<file path="src/rtl/mesi_pkg.sv">
package mesi_pkg;
  typedef enum logic [1:0] {
    ST_I = 2'd0,
    ST_S = 2'd1,
    ST_E = 2'd2,
    ST_M = 2'd3
  } line_st_e;

  typedef enum logic [1:0] {
    BC_READ = 2'd0,
    BC_RFO  = 2'd1,
    BC_WB   = 2'd2,
    BC_NONE = 2'd3
  } bus_cmd_e;

  typedef enum logic [1:0] {
    SQ_IDLE = 2'd0,
    SQ_WB   = 2'd1,
    SQ_FILL = 2'd2
  } seq_st_e;
endpackage

</file>
<file path="src/rtl/mesi_line_table.sv">
module mesi_line_table
  import mesi_pkg::*;
#(
  parameter int IDX_W = 3,
  parameter int TAG_W = 5
) (
  input  logic             clk,
  input  logic             rst_n,
  input  logic [IDX_W-1:0] cpu_idx,
  output line_st_e         cpu_st,
  output logic [TAG_W-1:0] cpu_tag,
  input  logic [IDX_W-1:0] snp_idx,
  output line_st_e         snp_st,
  output logic [TAG_W-1:0] snp_tag,
  input  logic             pri_we,
  input  line_st_e         pri_st,
  input  logic [TAG_W-1:0] pri_tag,
  input  logic             sec_we,
  input  line_st_e         sec_st
);
  localparam int LINES = 1 << IDX_W;

  line_st_e         st_q  [LINES];
  logic [TAG_W-1:0] tag_q [LINES];

  for (genvar i = 0; i < LINES; i++) begin : g_line
    logic     pri_hit, sec_hit;
    line_st_e st_d;
    logic [TAG_W-1:0] tag_d;

    assign pri_hit = pri_we && (cpu_idx == IDX_W'(i));
    assign sec_hit = sec_we && (snp_idx == IDX_W'(i));

    always_comb begin
      st_d  = st_q[i];
      tag_d = tag_q[i];
      if (pri_hit) begin
        st_d  = pri_st;
        tag_d = pri_tag;
      end else if (sec_hit) begin
        st_d  = sec_st;
      end
    end

    always_ff @(posedge clk or negedge rst_n) begin
      if (!rst_n) begin
        st_q[i]  <= ST_I;
        tag_q[i] <= '0;
      end else if (pri_hit || sec_hit) begin
        st_q[i]  <= st_d;
        tag_q[i] <= tag_d;
      end
    end
  end

  assign cpu_st  = st_q[cpu_idx];
  assign cpu_tag = tag_q[cpu_idx];
  assign snp_st  = st_q[snp_idx];
  assign snp_tag = tag_q[snp_idx];
endmodule

</file>
<file path="src/rtl/mesi_snoop_resp.sv">
module mesi_snoop_resp
  import mesi_pkg::*;
#(
  parameter int TAG_W = 5
) (
  input  logic             snp_valid,
  input  bus_cmd_e         snp_cmd,
  input  logic [TAG_W-1:0] snp_tag,
  input  line_st_e         line_st,
  input  logic [TAG_W-1:0] line_tag,
  output logic             shared,
  output logic             flush,
  output logic             upd_we,
  output line_st_e         upd_st
);
  logic hit;
  assign hit    = snp_valid && (line_st != ST_I) && (line_tag == snp_tag);
  assign shared = hit;

  always_comb begin
    flush  = 1'b0;
    upd_we = 1'b0;
    upd_st = line_st;
    if (hit) begin
      unique case (snp_cmd)
        BC_READ: begin
          flush  = (line_st == ST_M);
          upd_we = 1'b1;
          upd_st = ST_S;
        end
        BC_RFO: begin
          flush  = (line_st == ST_M);
          upd_we = 1'b1;
          upd_st = ST_I;
        end
        default: ;
      endcase
    end
  end
endmodule

</file>
<file path="src/rtl/mesi_miss_seq.sv">
module mesi_miss_seq
  import mesi_pkg::*;
#(
  parameter int TAG_W = 5
) (
  input  logic             clk,
  input  logic             rst_n,
  input  logic             cpu_valid,
  input  logic             cpu_write,
  input  logic [TAG_W-1:0] cpu_tag,
  input  line_st_e         line_st,
  input  logic [TAG_W-1:0] line_tag,
  input  logic             conflict,
  input  logic             bus_ack,
  input  logic             bus_shared,
  output logic             cpu_ready,
  output logic             req_valid,
  output bus_cmd_e         req_cmd,
  output logic [TAG_W-1:0] req_tag,
  output logic             tbl_we,
  output line_st_e         tbl_st,
  output logic [TAG_W-1:0] tbl_tag
);
  seq_st_e          seq_q, seq_d;
  bus_cmd_e         cmd_q, cmd_d;
  logic [TAG_W-1:0] vtag_q, vtag_d;
  logic             hit, perm;

  assign hit  = (line_st != ST_I) && (line_tag == cpu_tag);
  assign perm = hit && (!cpu_write || line_st == ST_M || line_st == ST_E);

  always_comb begin
    seq_d     = seq_q;
    cmd_d     = cmd_q;
    vtag_d    = vtag_q;
    cpu_ready = 1'b0;
    tbl_we    = 1'b0;
    tbl_st    = line_st;
    tbl_tag   = line_tag;
    unique case (seq_q)
      SQ_IDLE: begin
        if (cpu_valid && !conflict) begin
          if (perm) begin
            cpu_ready = 1'b1;
            tbl_we    = cpu_write && (line_st == ST_E);
            tbl_st    = ST_M;
          end else begin
            cmd_d  = cpu_write ? BC_RFO : BC_READ;
            vtag_d = line_tag;
            seq_d  = (!hit && line_st == ST_M) ? SQ_WB : SQ_FILL;
          end
        end
      end
      SQ_WB: begin
        if (bus_ack) begin
          tbl_we = 1'b1;
          tbl_st = ST_I;
          seq_d  = SQ_FILL;
        end
      end
      SQ_FILL: begin
        if (bus_ack) begin
          cpu_ready = 1'b1;
          tbl_we    = 1'b1;
          tbl_tag   = cpu_tag;
          tbl_st    = (cmd_q == BC_RFO) ? ST_M : (bus_shared ? ST_S : ST_E);
          seq_d     = SQ_IDLE;
        end
      end
      default: seq_d = SQ_IDLE;
    endcase
  end

  always_ff @(posedge clk or negedge rst_n) begin
    if (!rst_n) begin
      seq_q  <= SQ_IDLE;
      cmd_q  <= BC_READ;
      vtag_q <= '0;
    end else begin
      seq_q  <= seq_d;
      cmd_q  <= cmd_d;
      vtag_q <= vtag_d;
    end
  end

  assign req_valid = (seq_q != SQ_IDLE);
  assign req_cmd   = (seq_q == SQ_WB) ? BC_WB : cmd_q;
  assign req_tag   = (seq_q == SQ_WB) ? vtag_q : cpu_tag;
endmodule

</file>
<file path="src/rtl/mesi_coherence_ctrl.sv">
module mesi_coherence_ctrl
  import mesi_pkg::*;
#(
  parameter int ADDR_W = 8,
  parameter int IDX_W  = 3
) (
  input  logic              clk,
  input  logic              rst_n,
  input  logic              cpu_valid,
  input  logic              cpu_write,
  input  logic [ADDR_W-1:0] cpu_addr,
  output logic              cpu_ready,
  output logic              bus_req_valid,
  output logic [1:0]        bus_req_cmd,
  output logic [ADDR_W-1:0] bus_req_addr,
  input  logic              bus_ack,
  input  logic              bus_shared,
  input  logic              snp_valid,
  input  logic [1:0]        snp_cmd,
  input  logic [ADDR_W-1:0] snp_addr,
  output logic              snp_shared,
  output logic              snp_flush
);
  localparam int TAG_W = ADDR_W - IDX_W;

  logic [1:0] rst_sync_q;
  logic       rst_int_n;

  always_ff @(posedge clk or negedge rst_n) begin
    if (!rst_n) rst_sync_q <= 2'b00;
    else        rst_sync_q <= {rst_sync_q[0], 1'b1};
  end
  assign rst_int_n = rst_sync_q[1];

  logic [IDX_W-1:0] cpu_idx, snp_idx;
  logic [TAG_W-1:0] cpu_tag, snp_tag;
  assign cpu_idx = cpu_addr[IDX_W-1:0];
  assign cpu_tag = cpu_addr[ADDR_W-1:IDX_W];
  assign snp_idx = snp_addr[IDX_W-1:0];
  assign snp_tag = snp_addr[ADDR_W-1:IDX_W];

  line_st_e         cl_st, sl_st, pri_st, sec_st;
  logic [TAG_W-1:0] cl_tag, sl_tag, pri_tag, req_tag;
  logic             pri_we, sec_we, conflict;
  bus_cmd_e         req_cmd;

  assign conflict = snp_valid && (snp_idx == cpu_idx);

  mesi_line_table #(.IDX_W(IDX_W), .TAG_W(TAG_W)) u_table (
    .clk(clk), .rst_n(rst_int_n),
    .cpu_idx(cpu_idx), .cpu_st(cl_st), .cpu_tag(cl_tag),
    .snp_idx(snp_idx), .snp_st(sl_st), .snp_tag(sl_tag),
    .pri_we(pri_we), .pri_st(pri_st), .pri_tag(pri_tag),
    .sec_we(sec_we), .sec_st(sec_st)
  );

  mesi_snoop_resp #(.TAG_W(TAG_W)) u_snoop (
    .snp_valid(snp_valid && rst_int_n), .snp_cmd(bus_cmd_e'(snp_cmd)),
    .snp_tag(snp_tag), .line_st(sl_st), .line_tag(sl_tag),
    .shared(snp_shared), .flush(snp_flush),
    .upd_we(sec_we), .upd_st(sec_st)
  );

  mesi_miss_seq #(.TAG_W(TAG_W)) u_seq (
    .clk(clk), .rst_n(rst_int_n),
    .cpu_valid(cpu_valid && rst_int_n), .cpu_write(cpu_write),
    .cpu_tag(cpu_tag), .line_st(cl_st), .line_tag(cl_tag),
    .conflict(conflict), .bus_ack(bus_ack), .bus_shared(bus_shared),
    .cpu_ready(cpu_ready), .req_valid(bus_req_valid), .req_cmd(req_cmd),
    .req_tag(req_tag), .tbl_we(pri_we), .tbl_st(pri_st), .tbl_tag(pri_tag)
  );

  assign bus_req_cmd  = req_cmd;
  assign bus_req_addr = {req_tag, cpu_idx};
endmodule

</file>
<file path="config.mk">
export PLATFORM = sky130hd
export DESIGN_NAME = mesi_coherence_ctrl
export DESIGN_NICKNAME = d
export VERILOG_FILES = /design/src/rtl/mesi_pkg.sv /design/src/rtl/mesi_line_table.sv /design/src/rtl/mesi_snoop_resp.sv /design/src/rtl/mesi_miss_seq.sv /design/src/rtl/mesi_coherence_ctrl.sv
export SDC_FILE = /design/constraint.sdc
export NUM_CORES = 1
export LEC_CHECK = 0
export CORE_ASPECT_RATIO = 1.75
export CORE_MARGIN = 2
export CORE_UTILIZATION = 54
export DETAILED_ROUTE_END_ITERATION = 8
export GPL_ROUTABILITY_DRIVEN = 0
export HOLD_SLACK_MARGIN = 0.05
export PLACE_DENSITY = 0.8
export SLEW_MARGIN = 0
export SYNTH_ARGS = -nofsm -noshare
export SYNTH_HDL_FRONTEND = slang
export SYNTH_SLANG_ARGS = --single-unit
export TNS_END_PERCENT = 5
</file>
<file path="constraint.sdc">
create_clock -name clk -period 6.9 [get_ports clk]
set_input_delay 1.38 -clock clk [delete_from_list [all_inputs] [get_ports clk]]
set_output_delay 1.38 -clock clk [all_outputs]
set_load 0.1 [all_outputs]
</file>
==> impl_metrics.ini, run 1 <==
[die]
ios = 39
initial_utilization_pct = 55.3
floorplan.die.width_um = 72.0
core_region_area_sq_um = 7910
core.rowCount = 43
die-area_sq_um = 8860
vert_die_dim_um = 123

[clock_network]
worst_skew_pair.late_latency_ps = 340
clkSinkCount = 66
cts_made_buffers = 9
cts.clk_slew.worst_paths_ps = 50
post_cts_resized = 0
cts_tree = yes
cts_buffer_depth = 2
cts_hold_buf = 0
ctsHtreeMaxLevel = 3
post_cts_buffers = 0
clk_tree_root_cell = clkbuf_16

[setup_path]
crit_required_ps = 5520
worst_ep_arrival_time_ps = 4550
worst_path_largest_cell_delay_ps = 1120
worstPathMaxFanout = 23
cell_with_the_largest_stage_delay_on_the_worst_path = clkdlybuf4s50_1
critPathCaptureType = primary output
kind_of_start_point_of_the_critical_path = input pin
setup.worst_path.class = in2out
crit_path_cell_trace = clkdlybuf4s50_1 > mux2_2 > o22ai_1 > or3_1 > a2111oi_2 > buf_4 > and3_1 > nor3b_4 > buf_12

[synthesis]
synthTopCellsByArea = dfrtp_1 (38%), mux2_1 (13%), mux2i_1 (11%)
ys_async_sr_fraction_pct = 100
yosysTopAreaCell = dfrtp_1
synth_top_cells_by_count = dfrtp_1 (66), mux2_1 (50), mux2i_1 (47), nand2_1 (19)
synth_cell_types = 55
yosys_most_used_dff = dfrtp_1
synth_enable_flop_cells = 0
yosysTopAreaCellShare_pct = 37.8
net_count_after_synthesis = 417
synth-seq-cells = 66
synth_cells = 388
syn-mean-instance-area_sq_um = 11.3
dominant_cell_by_count_in_the_synthesized_netlist = dfrtp_1
syn-cell-area_sq_um = 4370
yosysSeqAreaShare_pct = 37.8
synth-warning-count = 0

[finish]
area.growth.synth_to_final_pct = 17.3
finalInstanceArea_sq_um = 5130
final_net_count = 448
drive_gt1_share_pct = 14.2
final_util_pct = 64.8
antenna-diode-count = 0
final.fill_count = 607

[route]
postRouteWirelength_um = 11600
drt_pass1_iterations = 6
post_drt_wl_per_cell_um = 22.5
remaining_drc_errors = 0
antenna_violating_nets_post_route = 0
avgViaCountPerCell = 6.65
routed-via-count = 3418
initialDrtViolationCount = 326

[power]
power_uw = 2000
ir_drop_mv = 0.199
leakagePower_uw = 0.00215
power.density_nw_per_um2 = 390

[sta]
fin_tns_setup_ps = 0
final_period_utilization_pct = 86.0
final-hold-violation-count = 0
final.setup_skew_ps = 4.89
max-slew-margin-rel_pct = 33.5
grt_setup_unrepaired = no
worst-slew-pin-transition_ps = 991
max_freq_mhz = 169
setup_slack_ps = 966
timing.final.setup_violations = 0
timing_max_transition_violations_final = 0
post-route-min-period_ps = 5930

[placement]
post_dp_cell_area_sq_um = 4810
post-place-ws_ps = 1010
numPortBuffers = 38
dp_hpwl_um = 8300

[grt]
grt_max_degree = 57
grt-ovfl-total = 0
antenna_found_initial = 0
global_route_wire_length_before_repair_um = 18300
vias_in_the_first_global_route = 3409
global_route.usage.total_pct = 28.1

[worst_hold_path]
path_category_of_the_worst_min_delay_check = reg2async

[job]
maxCapViolations = 0

[status]
run_status = finished clean
state kept, by name, summed over array words and instances, names as in the netlist:
name           cells
rst_sync_q         2
u_seq.cmd_q        1
u_seq.seq_q        2
u_seq.vtag_q       5
u_table.st_q      16
u_table.tag_q     40
stage by stage:
stage | hold WS [ps] | cells
5_1_grt | 189 | 514
3_3_place_gp | 159 | 498
6_report | 170 | 514
3_5_place_dp | 164 | 498
4_1_cts | 171 | 514
2_1_floorplan | 331 | 388
cell type report:
type,count,area (sq um),share of cell area (%)
clock buffers,10,229,4.47
flip-flops and latches,66,1650,32.2
inverters,8,30.0,0.586
clock inverters,6,90.1,1.76
repair buffers,43,430,8.39
well taps,90,113,2.20
multi-input cells,291,2580,50.4
path summary, 6_finish.rpt:
kind                            startpoint           endpoint  slack, ps  cells after the start
max                            snp_addr[2]          snp_flush        970                      9
min                          rst_sync_q[1]  u_table.tag_q[19]        170                      0
max reg2reg                u_table.st_q[0]  u_table.tag_q[39]       3240                      7
min reg2reg                  rst_sync_q[1]  u_table.tag_q[19]        170                      0
max in group asynchronous            rst_n      rst_sync_q[1]       5550                      1
min in group clk             rst_sync_q[0]      rst_sync_q[1]        370                      0
routing by layer:
layer	up-vias	part of all wire [%]	track usage [%]
met3	44	4.9	5.22
li1	1537	-	-
met4	0	5.5	16.0
met1	1678	39	33.7
met2	159	51	46.9
met5	-	0	0
where the power goes:
part           internal, uW  switching, uW  total [uW]
sequential              571            158         729
clock                   317            175         493
combinational           334            444         779
total                  1220            778        2000
cell families (layout without fill, tap and decap cells):
| group | count (synthesis) | in the layout | share of synthesized area [%] |
|---|---|---|---|
| muxes | 117 | 117 | 31.6 |
| and+or+nand+nor | 97 | 97 | 12.3 |
| DFF | 66 | 66 | 37.8 |
| AOI/OAI and AO/OA | 65 | 65 | 12.1 |
| buffers and inverters | 31 | 67 | 3.55 |
| xor gates and xnor gates | 7 | 7 | 1.40 |
| adders and majority gates | 4 | 4 | 1.14 |
| other | 1 | 1 | 0.0858 |
cell usage in the layout (no fill, tap or decap), types with 7 or more instances in the layout:
cell type | synthesis | layout
mux2_2 | 9 | 9
o21ai_0 | 12 | 12
mux2i_1 | 47 | 47
clkbuf_16 | 0 | 9
mux2_1 | 50 | 50
mux4_2 | 10 | 10
clkdlybuf4s50_1 | 0 | 34
inv_1 | 7 | 7
nand2_1 | 19 | 19
dfrtp_1 | 66 | 65
nand2b_1 | 7 | 7
nand4_1 | 11 | 11
nor2_1 | 12 | 12
a21oi_1 | 8 | 8
or3_1 | 7 | 7
nor3_1 | 8 | 8
worst max-delay path, delay by kind of cell:
| family | cells | cell delay (ps) |
|---|---|---|
| compound gates | 2 | 440 |
| buf+inv | 3 | 1540 |
| mux | 1 | 310 |
| simple gates | 3 | 870 |
Note: power is estimated with default switching activity, not from simulation.
==> run 2, diff against run 1 <==
--- a/config.mk
+++ b/config.mk
@@ -11,9 +11,10 @@
 export DETAILED_ROUTE_END_ITERATION = 8
 export GPL_ROUTABILITY_DRIVEN = 0
 export HOLD_SLACK_MARGIN = 0.05
-export PLACE_DENSITY = 0.8
+export PLACE_DENSITY = 0.81
 export SLEW_MARGIN = 0
 export SYNTH_ARGS = -nofsm -noshare
 export SYNTH_HDL_FRONTEND = slang
+export SYNTH_HIERARCHICAL = 1
 export SYNTH_SLANG_ARGS = --single-unit
 export TNS_END_PERCENT = 5
==> impl_metrics.ini, run 2 <==
[power]
power.density_nw_per_um2 = 364
leakagePower_uw = 0.00218
ir_drop_mv = 0.197
power_uw = 1830

[clock_network]
clk_tree_root_cell = clkbuf_16
worst_skew_pair.late_latency_ps = 340
cts_hold_buf = 0
cts.clk_slew.worst_paths_ps = 50
cts_made_buffers = 9
post_cts_buffers = 0
cts_tree = yes
post_cts_resized = 0
clkSinkCount = 66
cts_buffer_depth = 2
ctsHtreeMaxLevel = 3

[setup_path]
worst_ep_arrival_time_ps = 4560
kind_of_start_point_of_the_critical_path = input pin
crit_required_ps = 5520
cell_with_the_largest_stage_delay_on_the_worst_path = clkdlybuf4s50_1
r2r_slack_ps = 2830
worst_path_largest_cell_delay_ps = 860
worst-path-buf-inv = 3
critical-path-top-delay-family = buffers and inverters
critPathCaptureType = primary output
worstPathMaxFanout = 11
setup.worst_path.class = in2out
crit_path_cell_trace = clkdlybuf4s50_1 > mux4_2 > mux2_2 > nor2b_1 > a2111o_1 > nor4_4 > buf_4 > and3_1 > buf_12

[synthesis]
synth-seq-cells = 66
synthTopCellsByArea = dfrtp_1 (39%), mux2_2 (19%), mux4_2 (12%)
net_count_after_synthesis = 350
yosysTopAreaCellShare_pct = 39.0
yosysSeqAreaShare_pct = 39.0
yosys_most_used_dff = dfrtp_1
synth-warning-count = 6
synth_simple_gate_area_share_pct = 10.9
synth_top_cells_by_count = mux2_2 (70), dfrtp_1 (66), mux4_2 (23), mux2i_1 (17), nand2_1 (15)
synth_cell_types = 50
synth_enable_flop_cells = 0
synth_mux_area_share_pct = 38.0
synth_compound_area_share_pct = 4.70
synth_xor_area_share_pct = 2.22
syn-cell-area_sq_um = 4230
ys_async_sr_fraction_pct = 100
synth_top_family_by_area = multiplexers
synth_adder_area_share_pct = 1.18
syn-mean-instance-area_sq_um = 13.2
yosysTopAreaCell = dfrtp_1
synth_cells = 321
dominant_cell_by_count_in_the_synthesized_netlist = mux2_2

[route]
post_drt_wl_per_cell_um = 23.3
drt_pass1_iterations = 4
routed-via-count = 2985
avgViaCountPerCell = 6.59
remaining_drc_errors = 0
antenna_violating_nets_post_route = 0
initialDrtViolationCount = 296
postRouteWirelength_um = 10600

[sta]
fin_tns_setup_ps = 0
timing_max_transition_violations_final = 0
worst-slew-pin-transition_ps = 1100
grt_setup_unrepaired = no
post-route-min-period_ps = 5940
final_period_utilization_pct = 86.2
final-hold-violation-count = 0
max-slew-margin-rel_pct = 25.7
timing.final.setup_violations = 0
max_freq_mhz = 168
final.setup_skew_ps = 7.54

[grt]
global_route_wire_length_before_repair_um = 17300
grt_max_degree = 55
antenna_found_initial = 0
global_route.usage.total_pct = 27.1
vias_in_the_first_global_route = 3112
grt-ovfl-total = 0

[die]
die-area_sq_um = 8590
core.rowCount = 42
initial_utilization_pct = 55.9
floorplan.die.width_um = 70.9
vert_die_dim_um = 121
ios = 39
core_region_area_sq_um = 7570

[placement]
post_dp_cell_area_sq_um = 4690
placedCellCount = 437
dp_hpwl_um = 7520
numPortBuffers = 38

[job]
maxCapViolations = 0

[finish]
finalInstanceArea_sq_um = 5020
final.fill_count = 548
largest-register = u_table/tag_q
final_net_count = 389
mostFrequentLayoutCell = mux2_2
mostFrequentLayoutCells = mux2_2 (70), dfrtp_1 (65), clkdlybuf4s50_1 (35)
area.growth.synth_to_final_pct = 18.6
largest_register_ffs = 40
top_regs = u_table/tag_q x40, u_table/st_q x16, u_seq/vtag_q x5
drive_gt1_share_pct = 38.9
antenna-diode-count = 0
instances_no_fill = 453

[status]
run_status = finished clean

[worst_hold_path]
path_category_of_the_worst_min_delay_check = reg2async
[run 2: kinds of logic (layout without fill, tap and decap cells)]
logic type,count (synthesis),count (layout)
XOR/XNOR,9,9
flip-flops,66,66
adder cells (fa/ha/maj),4,4
buffers and inverters,29,73
other,1,1
AO/OA/AOI/OAI,29,29
AND/OR/NAND/NOR,68,68
multiplexers,115,115
[run 2: worst reg2reg max path: cells and delay by family, from the launching register on]
family           cells  cell delay [ps]
AND/OR/NAND/NOR      3             1500
multiplexers         3             1200
AO/OA/AOI/OAI        2              680
flip-flops           1              400
XOR/XNOR             1              190
[run 2: worst paths after layout]
| check | from | end | depth (start not counted) |
|---|---|---|---|
| worst min-delay path | rst_sync_q[1] | u_seq/vtag_q[4] | 0 |
| worst min register to register | rst_sync_q[1] | u_seq/vtag_q[4] | 0 |
| min in group clk | rst_sync_q[0] | rst_sync_q[1] | 0 |
| max in group asynchronous | rst_n | rst_sync_q[1] | 1 |
| worst max-delay path | snp_addr[0] | snp_flush | 9 |
| worst max register to register | u_table/tag_q[23] | u_table/tag_q[35] | 9 |
[run 2: power by group]
part / internal [uW] / total (uW) / switching [uW]
registers: 522 / 634 / 112
clock network: 326 / 501 / 174
logic: 323 / 694 / 371
[run 2: layout make-up]
cell class,instances,area [sq um],share of cell area [%]
Clock buffer,10,239,4.76
Clock inverter,6,88.8,1.77
Inverter,6,22.5,0.449
Multi-Input combinational cell,226,2420,48.3
Sequential cell,66,1650,32.9
Tap cell,88,110,2.19
Timing Repair Buffer,51,483,9.63
[run 2: per-layer routing]
metal  share of wire, %  track usage [%]  vias up
li1                   -                -     1300
met5                  0                0        -
met2                 52             43.6      125
met3                5.6             6.15       30
met1                 39             34.2     1530
met4                3.4             13.2        0
[run 2: per-stage QoR]
| step | hold WS, ps | utilization [%] | setup WS (ps) |
|---|---|---|---|
| 6_report | 163 | 66.3 | 955 |
| 5_1_grt | 192 | 66.3 | 823 |
| 4_1_cts | 174 | 66.3 | 958 |
| 3_5_place_dp | 172 | 62.0 | 810 |
| 3_3_place_gp | 169 | 62.0 | 881 |
| 2_1_floorplan | 331 | - | 265 |
